===== src/rtl/skew_seq_pkg.sv =====
package skew_seq_pkg;

  typedef enum logic {ST_IDLE, ST_RUN} seq_state_t;

  // Replay count: 0 means 1, anything above the ceiling means the ceiling.
  function automatic int unsigned clamp_n(int unsigned raw, int unsigned nmax);
    if (raw == 0) return 1;
    if (raw > nmax) return nmax;
    return raw;
  endfunction

  // Index of the final vector for a requested count (count 0 means one vector).
  function automatic int unsigned last_index(int unsigned cnt);
    return (cnt == 0) ? 0 : cnt - 1;
  endfunction

endpackage


===== src/rtl/ssq_phase.sv =====
module ssq_phase #(
  parameter int N_W = 5
) (
  input  logic           clk,
  input  logic           rst,
  input  logic           go,
  input  logic           busy,
  input  logic           accept,
  input  logic [N_W-1:0] n_load,
  input  logic [N_W-1:0] n_q,
  input  logic [N_W-1:0] k_cur,
  output logic           strobe_now,
  output logic           boundary
);
  logic [N_W-1:0] cnt;      // rated cycles since the last acceptance, saturates at N
  logic           strobed;  // sample for the vector in flight already taken

  assign strobe_now = busy && !strobed && (cnt == k_cur);
  assign boundary   = busy && (cnt == n_q) && (strobed || strobe_now);

  always_ff @(posedge clk) begin
    if (rst) begin
      cnt     <= '0;
      strobed <= 1'b1;
    end else if (go) begin
      cnt     <= n_load;
      strobed <= 1'b1;
    end else if (busy) begin
      if (accept) begin
        cnt     <= N_W'(1);
        strobed <= 1'b0;
      end else begin
        if (cnt != n_q) cnt <= cnt + 1'b1;
        if (strobe_now) strobed <= 1'b1;
      end
    end
  end
endmodule


===== src/rtl/ssq_iter.sv =====
module ssq_iter #(
  parameter int N_W   = 5,
  parameter int IDX_W = 10
) (
  input  logic             clk,
  input  logic             rst,
  input  logic             go,
  input  logic             accept,
  input  logic [IDX_W-1:0] last_q,
  input  logic [N_W-1:0]   n_q,
  output logic [IDX_W-1:0] req_idx,
  output logic [IDX_W-1:0] cur_idx,
  output logic [N_W-1:0]   cur_pass,
  output logic             pass_over
);
  logic [N_W-1:0] req_pass;
  logic           wrap;

  assign wrap      = (req_idx == last_q);
  assign pass_over = (req_pass > n_q);

  always_ff @(posedge clk) begin
    if (rst || go) begin
      req_idx  <= '0;
      req_pass <= N_W'(1);
      cur_idx  <= '0;
      cur_pass <= N_W'(1);
    end else if (accept) begin
      cur_idx  <= req_idx;
      cur_pass <= req_pass;
      if (wrap) begin
        req_idx  <= '0;
        req_pass <= req_pass + 1'b1;
      end else begin
        req_idx  <= req_idx + 1'b1;
      end
    end
  end
endmodule


===== src/rtl/ssq_judge.sv =====
module ssq_judge #(
  parameter int N_W   = 5,
  parameter int IDX_W = 10,
  parameter int OUT_W = 8
) (
  input  logic             clk,
  input  logic             rst,
  input  logic             go,
  input  logic             accept,
  input  logic             strobe_now,
  input  logic [OUT_W-1:0] src_exp,
  input  logic [OUT_W-1:0] dut_out,
  input  logic [N_W-1:0]   cur_pass,
  input  logic [IDX_W-1:0] cur_idx,
  output logic             mismatch,
  output logic             fail,
  output logic [N_W-1:0]   fail_pass,
  output logic [IDX_W-1:0] fail_idx
);
  logic [OUT_W-1:0] exp_q;

  assign mismatch = strobe_now && (dut_out != exp_q);

  always_ff @(posedge clk) begin
    if (rst) exp_q <= '0;
    else if (accept) exp_q <= src_exp;
  end

  always_ff @(posedge clk) begin
    if (rst || go) begin
      fail      <= 1'b0;
      fail_pass <= '0;
      fail_idx  <= '0;
    end else if (mismatch && !fail) begin
      fail      <= 1'b1;
      fail_pass <= cur_pass;
      fail_idx  <= cur_idx;
    end
  end
endmodule


===== src/rtl/skew_strobe_seq.sv =====
module skew_strobe_seq #(
  parameter int IN_W  = 8,
  parameter int OUT_W = 8,
  parameter int IDX_W = 10,
  parameter int NMAX  = 16,
  parameter int N_W   = $clog2(NMAX + 2)
) (
  input  logic             clk,
  input  logic             rst,
  input  logic             start,
  input  logic [N_W-1:0]   n_sel,
  input  logic [IDX_W-1:0] vec_cnt,
  output logic             busy,
  output logic             done,
  input  logic             src_valid,
  output logic             src_ready,
  output logic [IDX_W-1:0] req_idx,
  input  logic [IN_W-1:0]  src_vec,
  input  logic [OUT_W-1:0] src_exp,
  output logic [IN_W-1:0]  dut_vec,
  output logic             dut_ff_en,
  input  logic [OUT_W-1:0] dut_out,
  output logic             strobe,
  output logic [N_W-1:0]   pass_num,
  output logic             fail,
  output logic [N_W-1:0]   fail_pass,
  output logic [IDX_W-1:0] fail_idx
);
  import skew_seq_pkg::*;

  seq_state_t       state;
  logic [N_W-1:0]   n_q, n_load;
  logic [IDX_W-1:0] last_q, cur_idx;
  logic [N_W-1:0]   cur_pass;
  logic             go, accept, boundary, strobe_now, pass_over, done_now, mismatch;

  assign busy      = (state == ST_RUN);
  assign go        = start && !busy;
  assign n_load    = N_W'(clamp_n(32'(n_sel), NMAX));
  assign src_ready = boundary && !pass_over;
  assign accept    = src_ready && src_valid;
  assign done_now  = boundary && pass_over;
  assign dut_ff_en = busy;
  assign strobe    = strobe_now;
  assign pass_num  = cur_pass;

  always_ff @(posedge clk) begin
    if (rst) begin
      state  <= ST_IDLE;
      n_q    <= N_W'(1);
      last_q <= '0;
      done   <= 1'b0;
      dut_vec <= '0;
    end else begin
      done <= done_now;
      if (go) begin
        state  <= ST_RUN;
        n_q    <= n_load;
        last_q <= IDX_W'(last_index(32'(vec_cnt)));
      end else if (done_now) begin
        state <= ST_IDLE;
      end
      if (accept) dut_vec <= src_vec;
    end
  end

  ssq_phase #(.N_W(N_W)) u_phase (
    .clk(clk), .rst(rst), .go(go), .busy(busy), .accept(accept),
    .n_load(n_load), .n_q(n_q), .k_cur(cur_pass),
    .strobe_now(strobe_now), .boundary(boundary)
  );

  ssq_iter #(.N_W(N_W), .IDX_W(IDX_W)) u_iter (
    .clk(clk), .rst(rst), .go(go), .accept(accept), .last_q(last_q), .n_q(n_q),
    .req_idx(req_idx), .cur_idx(cur_idx), .cur_pass(cur_pass), .pass_over(pass_over)
  );

  ssq_judge #(.N_W(N_W), .IDX_W(IDX_W), .OUT_W(OUT_W)) u_judge (
    .clk(clk), .rst(rst), .go(go), .accept(accept), .strobe_now(strobe_now),
    .src_exp(src_exp), .dut_out(dut_out), .cur_pass(cur_pass), .cur_idx(cur_idx),
    .mismatch(mismatch), .fail(fail), .fail_pass(fail_pass), .fail_idx(fail_idx)
  );
endmodule


===== config.mk =====
export PLATFORM = sky130hd
export DESIGN_NAME = skew_strobe_seq
export DESIGN_NICKNAME = d
export VERILOG_FILES = /design/src/rtl/skew_seq_pkg.sv /design/src/rtl/ssq_phase.sv /design/src/rtl/ssq_iter.sv /design/src/rtl/ssq_judge.sv /design/src/rtl/skew_strobe_seq.sv
export SDC_FILE = /design/constraint.sdc
export NUM_CORES = 1
export LEC_CHECK = 0
export CAP_MARGIN = 15
export CORE_ASPECT_RATIO = 1.4
export CORE_MARGIN = 3
export CORE_UTILIZATION = 45
export CTS_CLUSTER_DIAMETER = 40
export CTS_CLUSTER_SIZE = 14
export DETAILED_ROUTE_END_ITERATION = 8
export GPL_TIMING_DRIVEN = 1
export MAX_ROUTING_LAYER = met4
export PLACE_DENSITY = 0.71
export SKIP_LAST_GASP = 1
export SYNTH_ARGS = -nofsm -noshare
export SYNTH_HDL_FRONTEND = slang
export SYNTH_SLANG_ARGS = --single-unit

===== constraint.sdc =====
create_clock -name clk -period 2.8 [get_ports clk]
set_input_delay 0.56 -clock clk [delete_from_list [all_inputs] [get_ports clk]]
set_output_delay 0.56 -clock clk [all_outputs]
set_load 0.02 [all_outputs]

# After elaboration in Yosys (flattened, before gate mapping)
# Cells that the tools add are included.
# classes
add_sub_neg	4
muxes	17
magnitude_cmp	2
n_reduce_logical	26
eq_ne	5
# ops
cell	count
two-way mux 5 bit	7
two-way mux 10 bit	2
adder 10 x 1 -> 10 bit, second input constant	1
adder 5 x 1 -> 5 bit, second input constant	2
== test 10 bit	1
== test 5 bit	2
logical AND 1 bit	10
logical NOT 10 bit	1
subtractor 10 x 1 -> 10 bit, second input constant	1
two-way mux 1 bit	8
!= test 8 bit	1
AND reduction 2 bit	3
nonzero test 2 bit	3
> comparator 5 bit	1
> comparator 5 bit, second input constant	1
logical NOT 5 bit	1
!= test 5 bit	1
logical NOT 1 bit	4
nonzero test 3 bit	1
logical OR 1 bit	2
OR reduction 2 bit	1
# word_totals
in_bits	43
ff_bits	85
output_inout_bits	44

# Longest topological paths before layout
# depth
ltp_word	10
depth_mapped	9

# Modules after synthesis
# From an unflattened synthesis, not the netlist that was laid out.
# hier_totals
hier_cells	465
area_unflattened_um2	4102.7
# modules_own_cells
mod	instances	seq_area_each_um2	cells_per_inst	area_each_um2
ssq_iter	1	600.6	157	1475.2
skew_strobe_seq	1	500.5	141	1112.3
ssq_judge	1	480.5	106	999.7
ssq_phase	1	120.1	61	515.5

# Least setup slack after synthesis
# No wires, ideal clock.
# synth_timing
path_type	reg2out
from	register u_iter.cur_pass[2]
to	output src_ready
path_slack_ps	522
t_required_ps	2240
arrival_time_ps	1718
stages_incl_launch_ff	7
cell_sequence	dfxtp_1 > xnor2_1 > nand4_1 > o21bai_1 > buf_2 > nand2_1 > nor2_1
# synth_between
elab_chain_len	5
# synth_rtl
item	line_no	source
from (decl)	ssq_iter.sv:13	output logic [N_W-1:0] cur_pass,
from (signal assigned)	ssq_iter.sv:30	cur_pass <= req_pass;
== test 5 bit	ssq_phase.sv:18	assign strobe_now = busy && !strobed && (cnt == k_cur);
logical AND 1 bit	ssq_phase.sv:18	
logical OR 1 bit	ssq_phase.sv:19	assign boundary = busy && (cnt == n_q) && (strobed || strobe_now);
logical AND 1 bit	ssq_phase.sv:19	
logical AND 1 bit	skew_strobe_seq.sv:40	assign src_ready = boundary && !pass_over;
to (decl)	skew_strobe_seq.sv:16	output logic src_ready,
# Every way passes these cells.

# Worst setup path after layout
# layout_timing
from	register u_phase.cnt[0]
to	output strobe
# layout_between
elab_chain_len	2
# layout_rtl
item	line_no	source
from (decl)	ssq_phase.sv:15	logic [N_W-1:0] cnt;
from (signal assigned)	ssq_phase.sv:26	cnt <= n_load;
from (signal assigned)	ssq_phase.sv:33	if (cnt != n_q) cnt <= cnt + 1'b1;
== test 5 bit	ssq_phase.sv:18	
logical AND 1 bit	ssq_phase.sv:18	
to (decl)	skew_strobe_seq.sv:23	output logic strobe,
# Every way passes these cells.

==> flow_summary_export.csv <==
group,metric,value,unit
run_status,status,"finished clean",
power_and_ir_drop,power.leakage,1.85,nW
synthesis,synth_area_leaders,"dfxtp_1, a21oi_1, xnor2_1, o21ai_0, nand3_1",
hold_path,holdPathStages,2,
timing,rsz0062_at_grt,"yes",
timing,worst_hold_slack,0.471,ns
placed_design,gp_congestion,0.881,
route,wirelength,11300,um
cts,cts_root_buf,"clkbuf_16",
timing,max_slew.worst_pin.slew,0.832,ns
global_routing,grt_pass1_wl,18400,um
cts,h-tree-depth,3,
final_layout,drive_above_1_share,9.31,%
hold_path,hold_end,"u_judge.fail_pass[0]$_SDFFE_PP0P_",
hold_path,hp-start,"u_judge.fail_pass[0]$_SDFFE_PP0P_",
final_layout,layout.nets,638,
floorplan,die_w,88.1,um
synthesis,syn_area,0.00425,mm^2
timing,finalSetupViolCount,0,
placed_design,portBuffers,86,
route,vias,4109,
cts,tritoncts,"done",
critical_path,r2r_slack,0.28,ns
route,first_pass_iters,7,
cts,clock_latency,0.33,ns
synthesis,syn_avg_cell_area,8.36,um^2
cts,cts_hold_buffers,0,
synthesis,synth-seq-cells,85,
synthesis,synthDominantCellAreaShare,40.1,%
route,viasPerCell,5.89,
floorplan,rows,41,
cts,clkSinkCount,85,
floorplan,coreArea,0.00913,mm^2
timing,period_share,97.2,%
synthesis,synth_warnings,0,
floorplan,start_util,46.5,%
critical_path,critPathMaxStageDelay,0.59,ns
route,routedWlPerCell,16.2,um
cts,cts_made_buffers,9,
synthesis,synth_edf_count,0,
placed_design,place_hpwl,8170,um
power_and_ir_drop,power_frac_seq,45.3,%
power_and_ir_drop,peakVddDrop,0.293,mV
floorplan,ioPinCount,87,
synthesis,synthesis.nets,560,
power_and_ir_drop,power_frac_comb,12.3,%
floorplan,die_h,121,um
synthesis,synth_async_sr_flop_share,0,%
critical_path,path_max_fanout,7,
global_routing,grt_pass1_vias,3858,
timing,layout_min_cycle_time,2.72,ns
critical_path,endpoint_kind,"output port",
synthesis,seq_area_frac_synth,40.1,%
critical_path,critPathKind,"reg2out",
synthesis,syn_inst,508,
power_and_ir_drop,p_per_area,506,mW/mm^2
timing,clock_skew,0.00536,ns
final_layout,mostFrequentLayoutCells,"clkdlybuf4s50_1, dfxtp_1, a21oi_1",
timing,clock.fmax,367,MHz
critical_path,start_kind,"flop",
final_layout,final_common_cell,"clkdlybuf4s50_1",
timing,setup_tns,0,ns
final_layout,final_core_util,60.9,%
critical_path,rr_worst_depth,9,
route,drt_iter0_drc,362,
flow_run,max_cap_viol_count,0,
synthesis,yosysTopAreaCell,"dfxtp_1",
critical_path,worstPathRequired,2.24,ns
global_routing,antenna_found_initial,0,
cts,cts.path.max_buffers,2,
global_routing,globalRouteOverflowTotal,0,
power_and_ir_drop,switchingPower,705,uW
synthesis,ys.flop_type,"dfxtp_1",
critical_path,r2r_start,"n_q[3]$_SDFFE_PP0P_",
route,drc,0,
critical_path,arrival,2.16,ns
timing,slew_viol_final,0,
final_layout,synthToLayoutAreaGrowth,30.8,%
global_routing,grt_max_degree,48,
global_routing,grt_use_total,22.1,%
final_layout,antenna-diode-count,0,
cts,path_clk_slew,0.06,ns
synthesis,synth_cell_type_count,57,
timing,final_hold_viol_count,0,
critical_path,path_cells,"xnor2_1 -> nand2_1 -> or3_1 -> inv_2 -> clkdlybuf4s50_1",
power_and_ir_drop,clockPowerShare,42.4,%
critical_path,timing.rr.end,"u_iter.req_idx[5]$_SDFFE_PP0N_",
hold_path,hp-class,"reg2reg",
floorplan,die_area,0.0107,mm^2
power_and_ir_drop,internal_power,2.10,mW
timing,relSlewSlack,44.5,%
critical_path,slowest_stage,"clkdlybuf4s50_1",
route,antenna_left,0,
power_and_ir_drop,switching_share,25.1,%
worst max-delay path: cells and delay by family, from the launching register on:
family | cells | cell delay, ns
buffers and inverters | 2 | 0.67
flip-flops | 1 | 0.50
XOR/XNOR | 1 | 0.17
AND/OR/NAND/NOR | 2 | 0.49
power groups by stage:
stage | clock network (mW) | registers, mW | logic [mW]
6_report | 1.19 | 1.27 | 0.345
2_1_floorplan | 0 | 1.29 | 0.210
3_5_place_dp | 0 | 1.30 | 0.338
4_1_cts | 1.21 | 1.27 | 0.341
5_1_grt | 1.26 | 1.28 | 0.378
3_3_place_gp | 0 | 1.30 | 0.333
routing by layer:
metal / share of wire, % / GRT usage, % / vias to the layer above
met4: 2.2 / 9.07 / 0
met5: 0 / - / -
met1: 43 / 28.1 / 1928
met2: 50 / 35.5 / 137
met3: 5.0 / 2.72 / 17
li1: - / - / 2027
synth_stat cells (2+ instances only):
cell type  count
xor2_1         5
o21ai_0       49
o31ai_2        2
buf_6          4
buf_1          2
and3_1         4
clkbuf_1      28
or3_1          6
a211oi_1       3
dfxtp_1       85
nand2b_1       3
nor3_1         6
nor2_1        19
nand2_1       28
nor2b_1        2
nand3_1       37
a21boi_0       2
or4_1          6
nand4b_1       2
o2111a_1       2
buf_2          8
mux2i_1        3
xnor2_1       31
ha_1           9
o31ai_1       21
or2_2          2
a21oi_1       67
inv_1         10
and4_1         3
nor4_1         4
and2_1         2
nand4_1       27
o41ai_1        2
sequential cells by signal, indices dropped and copies added (netlist names):
| name | flops |
|---|---|
| busy | 1 |
| done | 1 |
| dut_vec | 8 |
| last_q | 10 |
| n_q | 5 |
| u_iter.cur_idx | 10 |
| u_iter.cur_pass | 5 |
| u_iter.req_idx | 10 |
| u_iter.req_pass | 5 |
| u_judge.exp_q | 8 |
| u_judge.fail | 1 |
| u_judge.fail_idx | 10 |
| u_judge.fail_pass | 5 |
| u_phase.cnt | 5 |
| u_phase.strobed | 1 |
cell type report:
class / count / area, um^2
Fill cell: 836 / 3570
Multi-Input combinational cell: 369 / 2310
Sequential cell: 85 / 1710
Timing Repair Buffer: 110 / 1060
Clock buffer: 10 / 229
Tap cell: 107 / 134
Clock inverter: 6 / 71.3
Inverter: 11 / 41.3
worst max path at each step:
stage / to / startpoint
finish: strobe / u_phase.cnt[0]$_SDFFE_PP0P_
global route: strobe / u_iter.cur_pass[1]$_SDFFE_PP0N_
CTS: strobe / u_phase.cnt[4]$_SDFFE_PP0P_
detailed placement: last_q[8]$_SDFFE_PP0P_ / vec_cnt[0]
global placement: last_q[3]$_SDFFE_PP0P_ / vec_cnt[0]
floorplan: src_ready / u_iter.cur_pass[2]$_SDFFE_PP0N_
metrics by stage:
stage / instance area, um^2 / std cells / total power, mW / worst slack, ns
CTS: 5550 / 698 / 2.82 / 0.0441
finish: 5560 / 698 / 2.81 / 0.0779
floorplan: 4250 / 508 / 1.50 / 0.522
global placement: 5250 / 682 / 1.63 / 0.127
detailed placement: 5250 / 682 / 1.64 / 0.0239
global route: 5560 / 698 / 2.91 / -0.0214
kinds of logic (layout without fill, tap and decap cells):
kind of cell | count (synthesis) | in the layout | synth area share [%]
adders and majority gates | 9 | 9 | 2.65
DFF | 85 | 85 | 40.1
xor gates and xnor gates | 37 | 37 | 7.81
muxes | 3 | 3 | 0.707
buffers and inverters | 54 | 137 | 5.80
and+or+nand+nor | 153 | 153 | 19.1
AOI/OAI and AO/OA | 167 | 167 | 23.9
repair_timing:
| item | in CTS | in global routing |
|---|---|---|
| endpoints found under the setup margin | 2 | 2 |
| gates cloned | 0 | 0 |
| gates resized for setup | 4 | 3 |
| buffers inserted | 0 | 0 |
Note: power is estimated with default switching activity, not from simulation.
